[src/rtl/slot_seq_pkg.sv]
package slot_seq_pkg;

   typedef enum logic [1:0] {
      OP_IACK = 2'd0,
      OP_WR   = 2'd1,
      OP_RD   = 2'd2
   } bus_op_e;

   typedef enum logic [1:0] {
      ERR_NONE = 2'd0,
      ERR_VEC  = 2'd1,
      ERR_TMO  = 2'd2,
      ERR_RDBK = 2'd3
   } err_e;

   typedef enum logic [2:0] {
      S_IDLE,
      S_WAIT,
      S_POLL,
      S_IACK,
      S_WR,
      S_RD,
      S_END
   } seq_state_e;

endpackage

[src/rtl/slot_seq_timer.sv]
module slot_seq_timer #(
   parameter int TMO_W      = 12,
   parameter bit TIMEOUT_EN = 1'b1
) (
   input  logic             clk,
   input  logic             rst_n,
   input  logic             run_i,
   input  logic             hit_i,
   input  logic [TMO_W-1:0] limit_i,
   output logic             expired_o
);

   if (TMO_W < 2) begin : g_bad_w
      $error("slot_seq_timer: TMO_W must be at least 2");
   end

   if (TIMEOUT_EN) begin : g_tmo
      logic [TMO_W-1:0] cnt_q;
      logic [TMO_W:0]   used_w;

      assign used_w    = {1'b0, cnt_q} + {{TMO_W{1'b0}}, 1'b1};
      assign expired_o = run_i && !hit_i && (used_w >= {1'b0, limit_i});

      always_ff @(posedge clk or negedge rst_n) begin
         if (!rst_n)                cnt_q <= '0;
         else if (!run_i || hit_i)  cnt_q <= '0;
         else if (!expired_o)       cnt_q <= cnt_q + 1'b1;
      end


      cnt_step_chk: assert property (@(posedge clk) disable iff (!rst_n)
         (run_i && !hit_i && !expired_o) |=> (cnt_q == $past(cnt_q) + 1'b1));
   end else begin : g_none
      logic unused_in;
      assign unused_in = ^{run_i, hit_i, limit_i};
      assign expired_o = 1'b0;
   end

endmodule

[src/rtl/slot_seq_addr.sv]
module slot_seq_addr #(
   parameter int ADDR_W = 24
) (
   input  logic              clk,
   input  logic              rst_n,
   input  logic              load_i,
   input  logic [ADDR_W-1:0] first_i,
   input  logic [ADDR_W-1:0] stride_i,
   input  logic              step_i,
   output logic [ADDR_W-1:0] base_o
);

   logic [ADDR_W-1:0] stride_q;

   always_ff @(posedge clk or negedge rst_n) begin
      if (!rst_n) begin
         base_o   <= '0;
         stride_q <= '0;
      end else if (load_i) begin
         base_o   <= first_i;
         stride_q <= stride_i;
      end else if (step_i) begin
         base_o   <= base_o + stride_q;
      end
   end


   base_step_chk: assert property (@(posedge clk) disable iff (!rst_n)
      (step_i && !load_i) |=> (base_o == $past(base_o + stride_q)));

endmodule

[src/rtl/slot_cfg_sequencer.sv]
module slot_cfg_sequencer
   import slot_seq_pkg::*;
#(
   parameter int          ADDR_W     = 24,
   parameter int          DATA_W     = 32,
   parameter int          CNT_W      = 5,
   parameter int          TMO_W      = 12,
   parameter bit          TIMEOUT_EN = 1'b1,
   parameter logic [7:0]  VEC_CODE   = 8'hFE
) (
   input  logic              clk,
   input  logic              rst_n,
   input  logic              start_i,
   input  logic              verify_en_i,
   input  logic [ADDR_W-1:0] first_base_i,
   input  logic [ADDR_W-1:0] stride_i,
   input  logic [TMO_W-1:0]  tmo_limit_i,
   input  logic              fail_line_i,
   input  logic              irq_lvl2_i,
   output logic              bus_req_o,
   output logic [1:0]        bus_op_o,
   output logic [ADDR_W-1:0] bus_addr_o,
   output logic [DATA_W-1:0] bus_wdata_o,
   input  logic [DATA_W-1:0] bus_rdata_i,
   input  logic              bus_done_i,
   output logic              done_o,
   output logic [CNT_W-1:0]  card_cnt_o,
   output logic [1:0]        err_code_o
);

   if (DATA_W < ADDR_W || DATA_W < 8) begin : g_bad_dw
      $error("slot_cfg_sequencer: DATA_W must cover ADDR_W and a vector byte");
   end
   if (CNT_W < 1 || ADDR_W < 1) begin : g_bad_cw
      $error("slot_cfg_sequencer: CNT_W and ADDR_W must be positive");
   end

   seq_state_e        state_q;
   logic              verify_q;
   logic [TMO_W-1:0]  lim_q;
   logic              at_zero_q;
   logic              tmo_w;
   logic              step_w;
   logic              load_w;
   logic              vec_ok_w;
   logic              rdbk_ok_w;
   logic [ADDR_W-1:0] base_w;

   assign load_w    = start_i && (state_q == S_IDLE || state_q == S_END);
   assign vec_ok_w  = (bus_rdata_i[7:0] == VEC_CODE);
   assign rdbk_ok_w = (bus_rdata_i[ADDR_W-1:0] == base_w);
   assign step_w    = bus_done_i &&
                      ((state_q == S_WR && !verify_q) || (state_q == S_RD && rdbk_ok_w));

   slot_seq_addr #(.ADDR_W(ADDR_W)) u_addr (
      .clk      (clk),
      .rst_n    (rst_n),
      .load_i   (load_w),
      .first_i  (first_base_i),
      .stride_i (stride_i),
      .step_i   (step_w),
      .base_o   (base_w)
   );

   slot_seq_timer #(.TMO_W(TMO_W), .TIMEOUT_EN(TIMEOUT_EN)) u_timer (
      .clk       (clk),
      .rst_n     (rst_n),
      .run_i     (bus_req_o),
      .hit_i     (bus_done_i),
      .limit_i   (lim_q),
      .expired_o (tmo_w)
   );

   always_comb begin
      bus_req_o   = 1'b0;
      bus_op_o    = OP_IACK;
      bus_addr_o  = '0;
      bus_wdata_o = DATA_W'(base_w);
      unique case (state_q)
         S_IACK: begin
            bus_req_o = 1'b1;
            bus_op_o  = OP_IACK;
         end
         S_WR: begin
            bus_req_o = 1'b1;
            bus_op_o  = OP_WR;
         end
         S_RD: begin
            bus_req_o  = 1'b1;
            bus_op_o   = OP_RD;
            bus_addr_o = base_w;
         end
         default: ;
      endcase
   end

   always_ff @(posedge clk or negedge rst_n) begin
      if (!rst_n) begin
         state_q    <= S_IDLE;
         verify_q   <= 1'b0;
         lim_q      <= '0;
         at_zero_q  <= 1'b0;
         done_o     <= 1'b0;
         card_cnt_o <= '0;
         err_code_o <= ERR_NONE;
      end else begin
         unique case (state_q)
            S_IDLE, S_END: begin
               if (load_w) begin
                  state_q    <= S_WAIT;
                  verify_q   <= verify_en_i;
                  lim_q      <= tmo_limit_i;
                  at_zero_q  <= 1'b0;
                  done_o     <= 1'b0;
                  card_cnt_o <= '0;
                  err_code_o <= ERR_NONE;
               end
            end
            S_WAIT: begin
               if (!fail_line_i) state_q <= S_POLL;
            end
            S_POLL: begin
               if (irq_lvl2_i) begin
                  state_q <= S_IACK;
               end else begin
                  state_q <= S_END;
                  done_o  <= 1'b1;
               end
            end
            S_IACK: begin
               if (bus_done_i) begin
                  if (vec_ok_w) begin
                     state_q   <= S_WR;
                     at_zero_q <= 1'b1;
                  end else begin
                     state_q    <= S_END;
                     done_o     <= 1'b1;
                     err_code_o <= ERR_VEC;
                  end
               end else if (tmo_w) begin
                  state_q    <= S_END;
                  done_o     <= 1'b1;
                  err_code_o <= ERR_TMO;
               end
            end
            S_WR: begin
               if (bus_done_i) begin
                  at_zero_q  <= 1'b0;
                  card_cnt_o <= card_cnt_o + 1'b1;
                  state_q    <= verify_q ? S_RD : S_POLL;
               end else if (tmo_w) begin
                  state_q    <= S_END;
                  done_o     <= 1'b1;
                  err_code_o <= ERR_TMO;
               end
            end
            S_RD: begin
               if (bus_done_i) begin
                  if (rdbk_ok_w) begin
                     state_q <= S_POLL;
                  end else begin
                     state_q    <= S_END;
                     done_o     <= 1'b1;
                     err_code_o <= ERR_RDBK;
                  end
               end else if (tmo_w) begin
                  state_q    <= S_END;
                  done_o     <= 1'b1;
                  err_code_o <= ERR_TMO;
               end
            end
            default: state_q <= S_IDLE;
         endcase
      end
   end


   wait_fail_chk: assert property (@(posedge clk) disable iff (!rst_n)
      (state_q == S_WAIT && fail_line_i) |=> !bus_req_o);


   ack_serial_chk: assert property (@(posedge clk) disable iff (!rst_n)
      (bus_req_o && bus_op_o == OP_IACK) |-> !at_zero_q);


   bad_vec_chk: assert property (@(posedge clk) disable iff (!rst_n)
      (bus_req_o && bus_op_o == OP_IACK && bus_done_i && !vec_ok_w)
      |=> (done_o && err_code_o == ERR_VEC && !bus_req_o));


   cnt_step_chk: assert property (@(posedge clk) disable iff (!rst_n)
      (bus_req_o && bus_op_o == OP_WR && bus_done_i)
      |=> (card_cnt_o == $past(card_cnt_o) + 1'b1));


   tmo_stop_chk: assert property (@(posedge clk) disable iff (!rst_n)
      tmo_w |=> (done_o && err_code_o == ERR_TMO && !bus_req_o));


   done_hold_chk: assert property (@(posedge clk) disable iff (!rst_n)
      (done_o && !start_i) |=> (done_o && $stable(card_cnt_o) && $stable(err_code_o)));


   req_hold_chk: assert property (@(posedge clk) disable iff (!rst_n)
      (bus_req_o && !bus_done_i && !tmo_w)
      |=> (bus_req_o && $stable(bus_op_o) && $stable(bus_addr_o)));

endmodule

[config.mk]
export PLATFORM = sky130hd
export DESIGN_NAME = slot_cfg_sequencer
export DESIGN_NICKNAME = d
export VERILOG_FILES = /design/src/rtl/slot_seq_pkg.sv /design/src/rtl/slot_seq_timer.sv /design/src/rtl/slot_seq_addr.sv /design/src/rtl/slot_cfg_sequencer.sv
export SDC_FILE = /design/constraint.sdc
export NUM_CORES = 1
export LEC_CHECK = 0
export BUFFER_PORTS_ARGS = -buffer_cell sky130_fd_sc_hd__buf_2
export CORE_ASPECT_RATIO = 1.5
export CORE_UTILIZATION = 40
export CTS_CLUSTER_SIZE = 12
export DETAILED_ROUTE_END_ITERATION = 8
export HOLD_SLACK_MARGIN = 0.05
export PLACE_DENSITY = 0.75
export REMOVE_ABC_BUFFERS = 1
export SLEW_MARGIN = 15
export SYNTH_ARGS = -nofsm -noshare
export SYNTH_HDL_FRONTEND = slang
export SYNTH_SLANG_ARGS = --single-unit
[constraint.sdc]
create_clock -name clk -period 2.9 [get_ports clk]
set_input_delay 0.58 -clock clk [delete_from_list [all_inputs] [get_ports clk]]
set_output_delay 0.58 -clock clk [all_outputs]
set_load 0.05 [all_outputs]
==> results.tsv, run 1 <==
stage	metric	value	unit
floorplanning	Die Width	102	um
global_routing	largest net degree at the start of global routing	45	
power	sw frac	50.8	%
placement	Post-Place Cells	1095	
timing	worst hold margin	0.210	ns
yosys	Mapped Area	5960	um2
run_status	status	finished with violations	
floorplanning	core area	14500	um2
layout	fillers	1374	
route	drc violations	0	
hold_path	Hold Path Class	input pin to async pin	
yosys	Area contributors post-synth	dfrtp_1 (35%), nand2_1 (9.5%), ha_1 (8.0%)	
yosys	Compound-Gate Fraction of Synth Area	18.4	%
clock_tree	CTS tree	yes	
route	drt via density	5.32	
yosys	Synth Register Bits	84	
floorplanning	Die Y	152	um
timing	setup TNS	-2.44	ns
clock_tree	clock buffer depth	2	
clock_tree	Clock Latency Late Sink	0.35	ns
route	Routed WL	18400	um
power	Clk network pwr share	11.9	%
timing	Slew Limit Fails	0	
placement	placed cell area	7210	um2
yosys	main combinational cell family by area after synthesis	simple AND/OR/NAND/NOR gates	
route	vias	5983	
timing	min cycle time layout	3.13	ns
floorplanning	I/O pin cnt	166	
clock_tree	CTS sink cnt	84	
setup_path	crit path max fanout	5	
timing	Final WS setup	-0.227	ns
power	internal power	4.81	mW
setup_path	Worst Setup End Kind	flip-flop	
layout	post-route cell area	7840	um2
route	post-DR wirelength/cell	16.3	um
route	DR pass1 iterations	6	
timing	Worst-Margin Slew	0.772	ns
layout	layout cell share with drive strength beyond 1	30.4	%
power	Static Leakage	4.08	nW
timing	Rel. slew slack	48.3	%
route	post-route ant nets	0	
yosys	post-synthesis mux area share	0.672	%
yosys	Synth Area in XOR/XNOR	8.52	%
yosys	Mapped Cells	732	
clock_tree	Reg clk slew, reported paths	0.08	ns
yosys	Mean Syn Cell Area	8.14	um2
flow_run	Max-cap violations	0	
yosys	Ys Warns	0	
layout	commonest non-fill, non-tap cells in the layout	nand2_1 (151), buf_2 (148), dfrtp_1 (84)	
placement	placer congestion estimate	0.873	
timing	Setup Skew	0.0132	ns
yosys	cell taking the most area after synthesis	dfrtp_1	
timing	unrepaired setup endpoints after global routing	yes	
yosys	area share of fa/ha/maj cells after synthesis	8.31	%
yosys	Simple-Gate Fraction of Synth Area	23.3	%
global_routing	GR Util All Layers	24.0	%
layout	commonest non-fill, non-tap cell in the layout	nand2_1	
run_status	failing checks	setup timing	
clock_tree	htree depth	3	
setup_path	CP required	3.13	ns
yosys	share of flip-flops with an asynchronous set or reset	100	%
yosys	Unique masters post-synth	61	
yosys	Seq/Total Area, Yosys	35.3	%
clock_tree	CTS hold repair buffers	0	
route	initial DRC count	270	
global_routing	total global routing overflow	0	
power	PwrDens	1250	nW/um2
floorplanning	initial core utilization	41.0	%
clock_tree	clk root buf	clkbuf_16	
global_routing	first-pass GRT wire length	28200	um
floorplanning	# rows	54	
clock_tree	Num CTS Buffers	9	
yosys	Post-synth EDFFs	0	
power	worst vdd ir	0.880	mV
placement	post-detail-place hpwl	13700	um
setup_path	WP data arrival	3.36	ns
layout	fin util	54.0	%
timing	final hold vios	0	
timing	Tcrit/Tclk final	108	%
power	Logic pwr share	66.7	%
yosys	top cell type's share of synthesized area	35.3	%
placement	Port Buf Inserts	149	
power	Psw	4.97	mW
yosys	Top FF cell, synth	dfrtp_1	
global_routing	initial antenna violation count	0	
layout	# nets final	1061	
layout	Non-Filler Instances	1125	
global_routing	vias in the first global route	5809	
setup_path	CP startpoint kind	flip-flop	
floorplanning	Die ar.	15400	um2
layout	Layout area overhead	31.5	%
power	Sequential Power Share	21.4	%
timing	# setup viols final	17	
setup_path	Worst Path Class, Setup	flip-flop to flip-flop	
timing	FMAX	0.320	GHz
## worst paths after layout
| kind | startpoint | endpoint | slack, ns | cells past startpoint |
|---|---|---|---|---|
| max | u_timer.g_tmo.cnt_q[0] | u_timer.g_tmo.cnt_q[11] | -0.23 | 14 |
| min | rst_n | lim_q[1] | 0.21 | 1 |
| max reg2reg | u_timer.g_tmo.cnt_q[0] | u_timer.g_tmo.cnt_q[11] | -0.23 | 14 |
| min reg2reg | u_addr.stride_q[8] | u_addr.stride_q[8] | 0.48 | 2 |
| max in group asynchronous | rst_n | u_addr.base_o[18] | 2.02 | 2 |
| min in group clk | stride_i[2] | u_addr.stride_q[2] | 0.43 | 3 |
## metrics by stage
| stage | power [mW] | worst slack (ns) |
|---|---|---|
| floorplan | 6.51 | -0.692 |
| global placement | 8.27 | -0.200 |
| detailed placement | 8.39 | -0.261 |
| CTS | 9.66 | -0.113 |
| global route | 10.6 | -0.376 |
| finish | 9.78 | -0.227 |
## power by group through the flow
stage	registers [mW]	logic [mW]	clock network, mW
floorplan	2.67	3.84	0
CTS	2.09	6.38	1.19
detailed placement	2.10	6.28	0
global placement	2.09	6.18	0
finish	2.10	6.52	1.16
global route	2.16	7.20	1.24
## cell usage after synthesis, types with 2 or more instances
| cell | instances |
|---|---|
| dfrtp_1 | 84 |
| nand2b_1 | 5 |
| a211oi_1 | 5 |
| buf_4 | 8 |
| o21bai_1 | 4 |
| nand3_1 | 8 |
| inv_1 | 29 |
| a221o_1 | 6 |
| or3_1 | 2 |
| o22ai_1 | 3 |
| a21oi_1 | 45 |
| xnor2_1 | 26 |
| a31oi_1 | 16 |
| and4_1 | 2 |
| a31o_2 | 10 |
| nor2_1 | 61 |
| a2111oi_0 | 2 |
| o2111ai_1 | 2 |
| xor2_1 | 32 |
| nand2_1 | 151 |
| nor3_1 | 13 |
| clkbuf_1 | 22 |
| and2_1 | 3 |
| buf_2 | 6 |
| o31ai_1 | 6 |
| or4_1 | 2 |
| o211ai_1 | 2 |
| nand4_1 | 12 |
| mux2i_1 | 4 |
| ha_1 | 38 |
| a221oi_1 | 2 |
| o21ai_0 | 37 |
| a21o_1 | 13 |
| o21a_1 | 2 |
| nor4_1 | 3 |
| and3_1 | 30 |
| nor2b_1 | 11 |
| buf_1 | 2 |
## cell families after synthesis
family	Yosys count
AND/OR/NAND/NOR	309
XOR/XNOR	58
flip-flops	84
AO/OA/AOI/OAI	167
adder cells (fa/ha/maj)	39
other	1
multiplexers	4
buffers and inverters	70
## worst max-delay path, stage by stage (launching register included)
cell      delay [ns]
dfrtp_1         0.41
and3_4          0.20
and3_4          0.18
and3_4          0.18
and3_4          0.17
and3_4          0.18
xor2_1          0.14
ha_1            0.30
nor2b_4         0.14
a311oi_4        0.33
and3_4          0.26
buf_12          0.12
buf_12          0.11
a21oi_1         0.07
a31o_2          0.21
## cell type report
type                       instances  area [um2]  share of cell area [%]
sequential                        84        2100                    26.8
inverter                          29         109                    1.39
clock inverter                     7        78.8                    1.01
tap                              196         245                    3.13
clock buffer                       9         225                    2.87
multi-input combinational        585        3740                    47.7
antenna                            1        2.50                  0.0319
timing repair buffer             214        1340                    17.1
## routing by layer
metal / part of all wire, % / up-vias / GRT usage [%]
met5: 0 / - / 0
met4: 2.7 / 0 / 9.13
met3: 5.8 / 48 / 2.94
met2: 53 / 237 / 44.3
met1: 38 / 2779 / 27.9
li1: - / 2919 / -
## what timing repair did
action / in CTS / in global routing
gates cloned: 0 / 2
pin swaps: 8 / 13
setup buffers: 9 / 3
setup endpoints to repair: 19 / 20
resized for setup: 20 / 22
## state kept, by name, indices dropped and copies added (netlist names)
name,count
card_cnt_o,5
done_o,1
err_code_o,2
lim_q,12
state_q,3
u_addr.base_o,24
u_addr.stride_q,24
u_timer.g_tmo.cnt_q,12
verify_q,1
No activity file was read; power rests on OpenSTA's default activity.
==> run 2, diff against run 1 <==
SYNTH_HIERARCHICAL = 1   (was default)
==> run 2 against run 1 <==
  * The flow still finishes with violations (setup timing)
  * Design area is essentially flat
  * Fmax shrank 4.9%
  * Die area grew 3.2%
  * Hold slack gained 0.029 ns
  * Non-clock buffer count shrank 12
  * Clock skew shrank 0.0048 ns
  * Combinational power shrank 14%
  * Cell count shrank 7.6%
  * Critical endpoint is now done_o
  * Largest power group unchanged
  * Highest routed layer unchanged
==> results.tsv, run 2 <==
stage	metric	value	unit	change
run_status	status	finished with violations		unchanged
run_status	failing checks	setup timing		unchanged
yosys	share of flip-flops with an asynchronous set or reset	100	%	unchanged
power	total power	9.05	mW	was 9.78 mW
layout	Non-Filler Instances	1040		was 1125
layout	largest registers	u_addr/base_o: 24 flops, u_addr/stride_q: 24 flops		was u_addr.base_o: 24 flops, u_addr.stride_q: 24 flops
route	vias	5684		was 5983
clock_tree	clk root buf	clkbuf_16		unchanged
global_routing	GR Util All Layers	22.9	%	was 24.0%
layout	commonest non-fill, non-tap cell in the layout	buf_2		was nand2_1
timing	final hold vios	0		unchanged
clock_tree	Num CTS Buffers	9		unchanged
yosys	Post-synth EDFFs	0		unchanged
setup_path	worst setup path start	u_timer/g_tmo.cnt_q[0]		was u_timer.g_tmo.cnt_q[0]
flow_run	Max-cap violations	0		unchanged
floorplanning	core area	15100	um2	was 14500 um2
setup_path	reg2reg start	u_timer/g_tmo.cnt_q[0]		was u_timer.g_tmo.cnt_q[0]
setup_path	crit-path cells	ha_2, nand3_4, buf_4, buf_4, xnor2_1, ha_1, and3_1, o21ai_1, a31oi_4, or3_4, and2_4, or3_1, a21oi_2, a211oi_1, o22a_1		was and3_4, and3_4, and3_4, and3_4, and3_4, xor2_1, ha_1, nor2b_4, a311oi_4, and3_4, buf_12, buf_12, a21oi_1, a31o_2
clock_tree	clock buffer depth	2		unchanged
yosys	Commonest cells post-synth	dfrtp_1 (84), nand2_1 (50), a21oi_1 (41), ha_1 (37), o21ai_0 (36)		was nand2_1 (151), dfrtp_1 (84), nor2_1 (61), a21oi_1 (45), ha_1 (38)
power	Static Leakage	3.77	nW	was 4.08 nW
floorplanning	Die Y	154	um	was 152 um
route	DR pass1 iterations	4		was 6
timing	Rel. slew slack	59.0	%	was 48.3%
layout	commonest non-fill, non-tap cells in the layout	buf_2 (148), dfrtp_1 (84), nand2_1 (50), buf_4 (50), a21oi_1 (38)		was nand2_1 (151), buf_2 (148), dfrtp_1 (84)
global_routing	total global routing overflow	0		unchanged
yosys	cell taking the most area after synthesis	dfrtp_1		unchanged
power	Logic pwr share	61.7	%	was 66.7%
timing	setup TNS	-3.74	ns	was -2.44 ns
setup_path	CP required	3.14	ns	was 3.13 ns
timing	Slew Limit Fails	0		unchanged
placement	Port Buf Inserts	149		unchanged
global_routing	first-pass GRT wire length	27700	um	was 28200 um
yosys	Mapped Cells	658		was 732
yosys	Area contributors post-synth	dfrtp_1 (34%), ha_1 (7.5%), mux2_2 (6.0%)		was dfrtp_1 (35%), nand2_1 (9.5%), ha_1 (8.0%)
power	internal power	4.64	mW	was 4.81 mW
clock_tree	CTS tree	yes		unchanged
timing	Tcrit/Tclk final	113	%	was 108%
placement	Post-Place Cells	1017		was 1095
setup_path	slowest stage delay, CP	0.39	ns	was 0.41 ns
route	initial DRC count	198		was 270
timing	worst hold margin	0.239	ns	was 0.210 ns
setup_path	crit path max fanout	6		was 5
timing	# setup viols final	15		was 17
timing	FMAX	0.304	GHz	was 0.320 GHz
clock_tree	CTS hold repair buffers	0		unchanged
layout	Layout area overhead	27.4	%	was 31.5%
floorplanning	initial core utilization	40.8	%	was 41.0%
yosys	top cell type's share of synthesized area	34.2	%	was 35.3%
timing	Worst-Margin Slew	0.615	ns	was 0.772 ns
setup_path	CP startpoint kind	flip-flop		unchanged
yosys	Mapped Area	6150	um2	was 5960 um2
layout	post-route cell area	7840	um2	about the same
global_routing	initial antenna violation count	0		unchanged
clock_tree	Reg clk slew, reported paths	0.07	ns	was 0.08 ns
timing	min cycle time layout	3.29	ns	was 3.13 ns
setup_path	Worst path slowest cell	dfrtp_1		unchanged
global_routing	largest net degree at the start of global routing	82		was 45
clock_tree	htree depth	3		unchanged
route	post-DR wirelength/cell	17.1	um	was 16.3 um
power	sw frac	48.7	%	was 50.8%
yosys	Seq/Total Area, Yosys	34.2	%	was 35.3%
layout	layout cell share with drive strength beyond 1	35.7	%	was 30.4%
timing	Setup Skew	0.00843	ns	was 0.0132 ns
yosys	Mean Syn Cell Area	9.35	um2	was 8.14 um2
floorplanning	I/O pin cnt	166		unchanged
layout	Reg area	2100	um2	unchanged
route	Routed WL	17700	um	was 18400 um
power	Clk network pwr share	14.3	%	was 11.9%
floorplanning	# rows	55		was 54
setup_path	WP data arrival	3.52	ns	was 3.36 ns
yosys	most frequent cell after synthesis	dfrtp_1		was nand2_1
setup_path	Worst Setup End Kind	flip-flop		unchanged
placement	post-detail-place hpwl	13300	um	was 13700 um
timing	unrepaired setup endpoints after global routing	yes		unchanged
clock_tree	Clock Latency Late Sink	0.34	ns	was 0.35 ns
placement	Post-Place Setup Slack	-0.442	ns	was -0.261 ns
yosys	Top FF cell, synth	dfrtp_1		unchanged
floorplanning	Die Width	103	um	was 102 um
global_routing	vias in the first global route	5612		was 5809
layout	fillers	1392		was 1374
route	post-route ant nets	0		unchanged
setup_path	Worst Path Class, Setup	flip-flop to flip-flop		unchanged
clock_tree	CTS sink cnt	84		unchanged
power	Sequential Power Share	23.9	%	was 21.4%
yosys	Ys Warns	6		was 0
timing	Final WS setup	-0.389	ns	was -0.227 ns
route	drt via density	5.47		was 5.32
yosys	Synth Register Bits	84		unchanged
layout	fin util	52.0	%	was 54.0%
yosys	Unique masters post-synth	85		was 61
power	worst vdd ir	0.655	mV	was 0.880 mV
placement	placed cell area	7330	um2	was 7210 um2
placement	placer congestion estimate	0.875		was 0.873
layout	# nets final	972		was 1061
power	PwrDens	1150	nW/um2	was 1250 nW/um2
hold_path	Hold Path Class	input pin to async pin		unchanged
power	Psw	4.41	mW	was 4.97 mW
route	drc violations	0		unchanged
layout	area occupied by multi-input gates	3870	um2	was 3740 um2
setup_path	crit-path most repeated cell	buf_4		was and3_4
floorplanning	Die ar.	15900	um2	was 15400 um2
## run 2: cell count changes in the layout (fill, tap and decap cells not counted), moves of 8 or more
cell     previous run  this run
nor2_1             60        31
a31oi_1            15         7
nand2_1           151        50
nand3_1             6        15
mux2i_1             4        13
mux2_2              0        33
buf_4              58        50
o21ai_1             1        10
a31o_2             10         1
xor2_1             31        22
## run 2: per-layer routing
metal | up-vias | share of wire, % | track usage (%)
li1 | 2720 | - | -
met1 | 2720 | 39 | 25.3
met2 | 199 | 53 | 42.2
met3 | 45 | 4.7 | 3.82
met4 | 0 | 3.5 | 9.32
met5 | - | 0 | 0
## run 2: power by group through the flow
| stage | sequential [mW] | combinational [mW] | clock [mW] |
|---|---|---|---|
| 6_report | 2.17 | 5.59 | 1.30 |
| 5_1_grt | 2.24 | 6.09 | 1.37 |
| 3_3_place_gp | 2.17 | 5.36 | 0 |
| 2_1_floorplan | 2.73 | 3.42 | 0 |
| 4_1_cts | 2.17 | 5.51 | 1.32 |
| 3_5_place_dp | 2.19 | 5.43 | 0 |
## run 2: cell type report
cell class	instances	share of cell area [%]
Clock inverter	6	1.20
Timing Repair Buffer	202	15.1
Clock buffer	10	3.05
Inverter	24	1.15
Tap cell	199	3.18
Antenna cell	1	0.0319
Sequential cell	84	26.8
Multi-Input combinational cell	514	49.4
## run 2: cell families (layout without fill, tap and decap cells)
logic type / after synthesis / in the layout / share of synthesized area, %
compound gates: 160 / 160 / 17.2
xor+xnor: 55 / 55 / 7.83
fa+ha+maj: 38 / 38 / 7.85
buf+inv: 67 / 242 / 5.53
flops: 84 / 84 / 34.2
mux: 51 / 51 / 9.13
other cells: 1 / 9 / 0.0609
simple gates: 202 / 202 / 18.2
## run 2: critical path, delay by kind of cell (launching register included)
| kind | cells | cell delay (ns) |
|---|---|---|
| xor+xnor | 1 | 0.18 |
| flops | 1 | 0.39 |
| fa+ha+maj | 2 | 0.51 |
| simple gates | 5 | 1.16 |
| buf+inv | 2 | 0.28 |
| compound gates | 5 | 0.66 |
## run 2: final timing paths
check | endpoint | slack [ns] | depth (start not counted)
max | done_o | -0.39 | 15
min | u_addr/stride_q[4] | 0.24 | 1
max reg2reg | done_o | -0.39 | 15
min reg2reg | lim_q[9] | 0.49 | 1
max in group asynchronous | lim_q[0] | 2.02 | 2
min in group clk | u_addr/base_o[14] | 0.44 | 3
## run 2: what timing repair did
action / 4_1_cts / 5_1_grt
gates resized for setup: 20 / 10
pin swaps: 16 / 11
setup endpoints to repair: 15 / 17
buffers inserted: 3 / 3
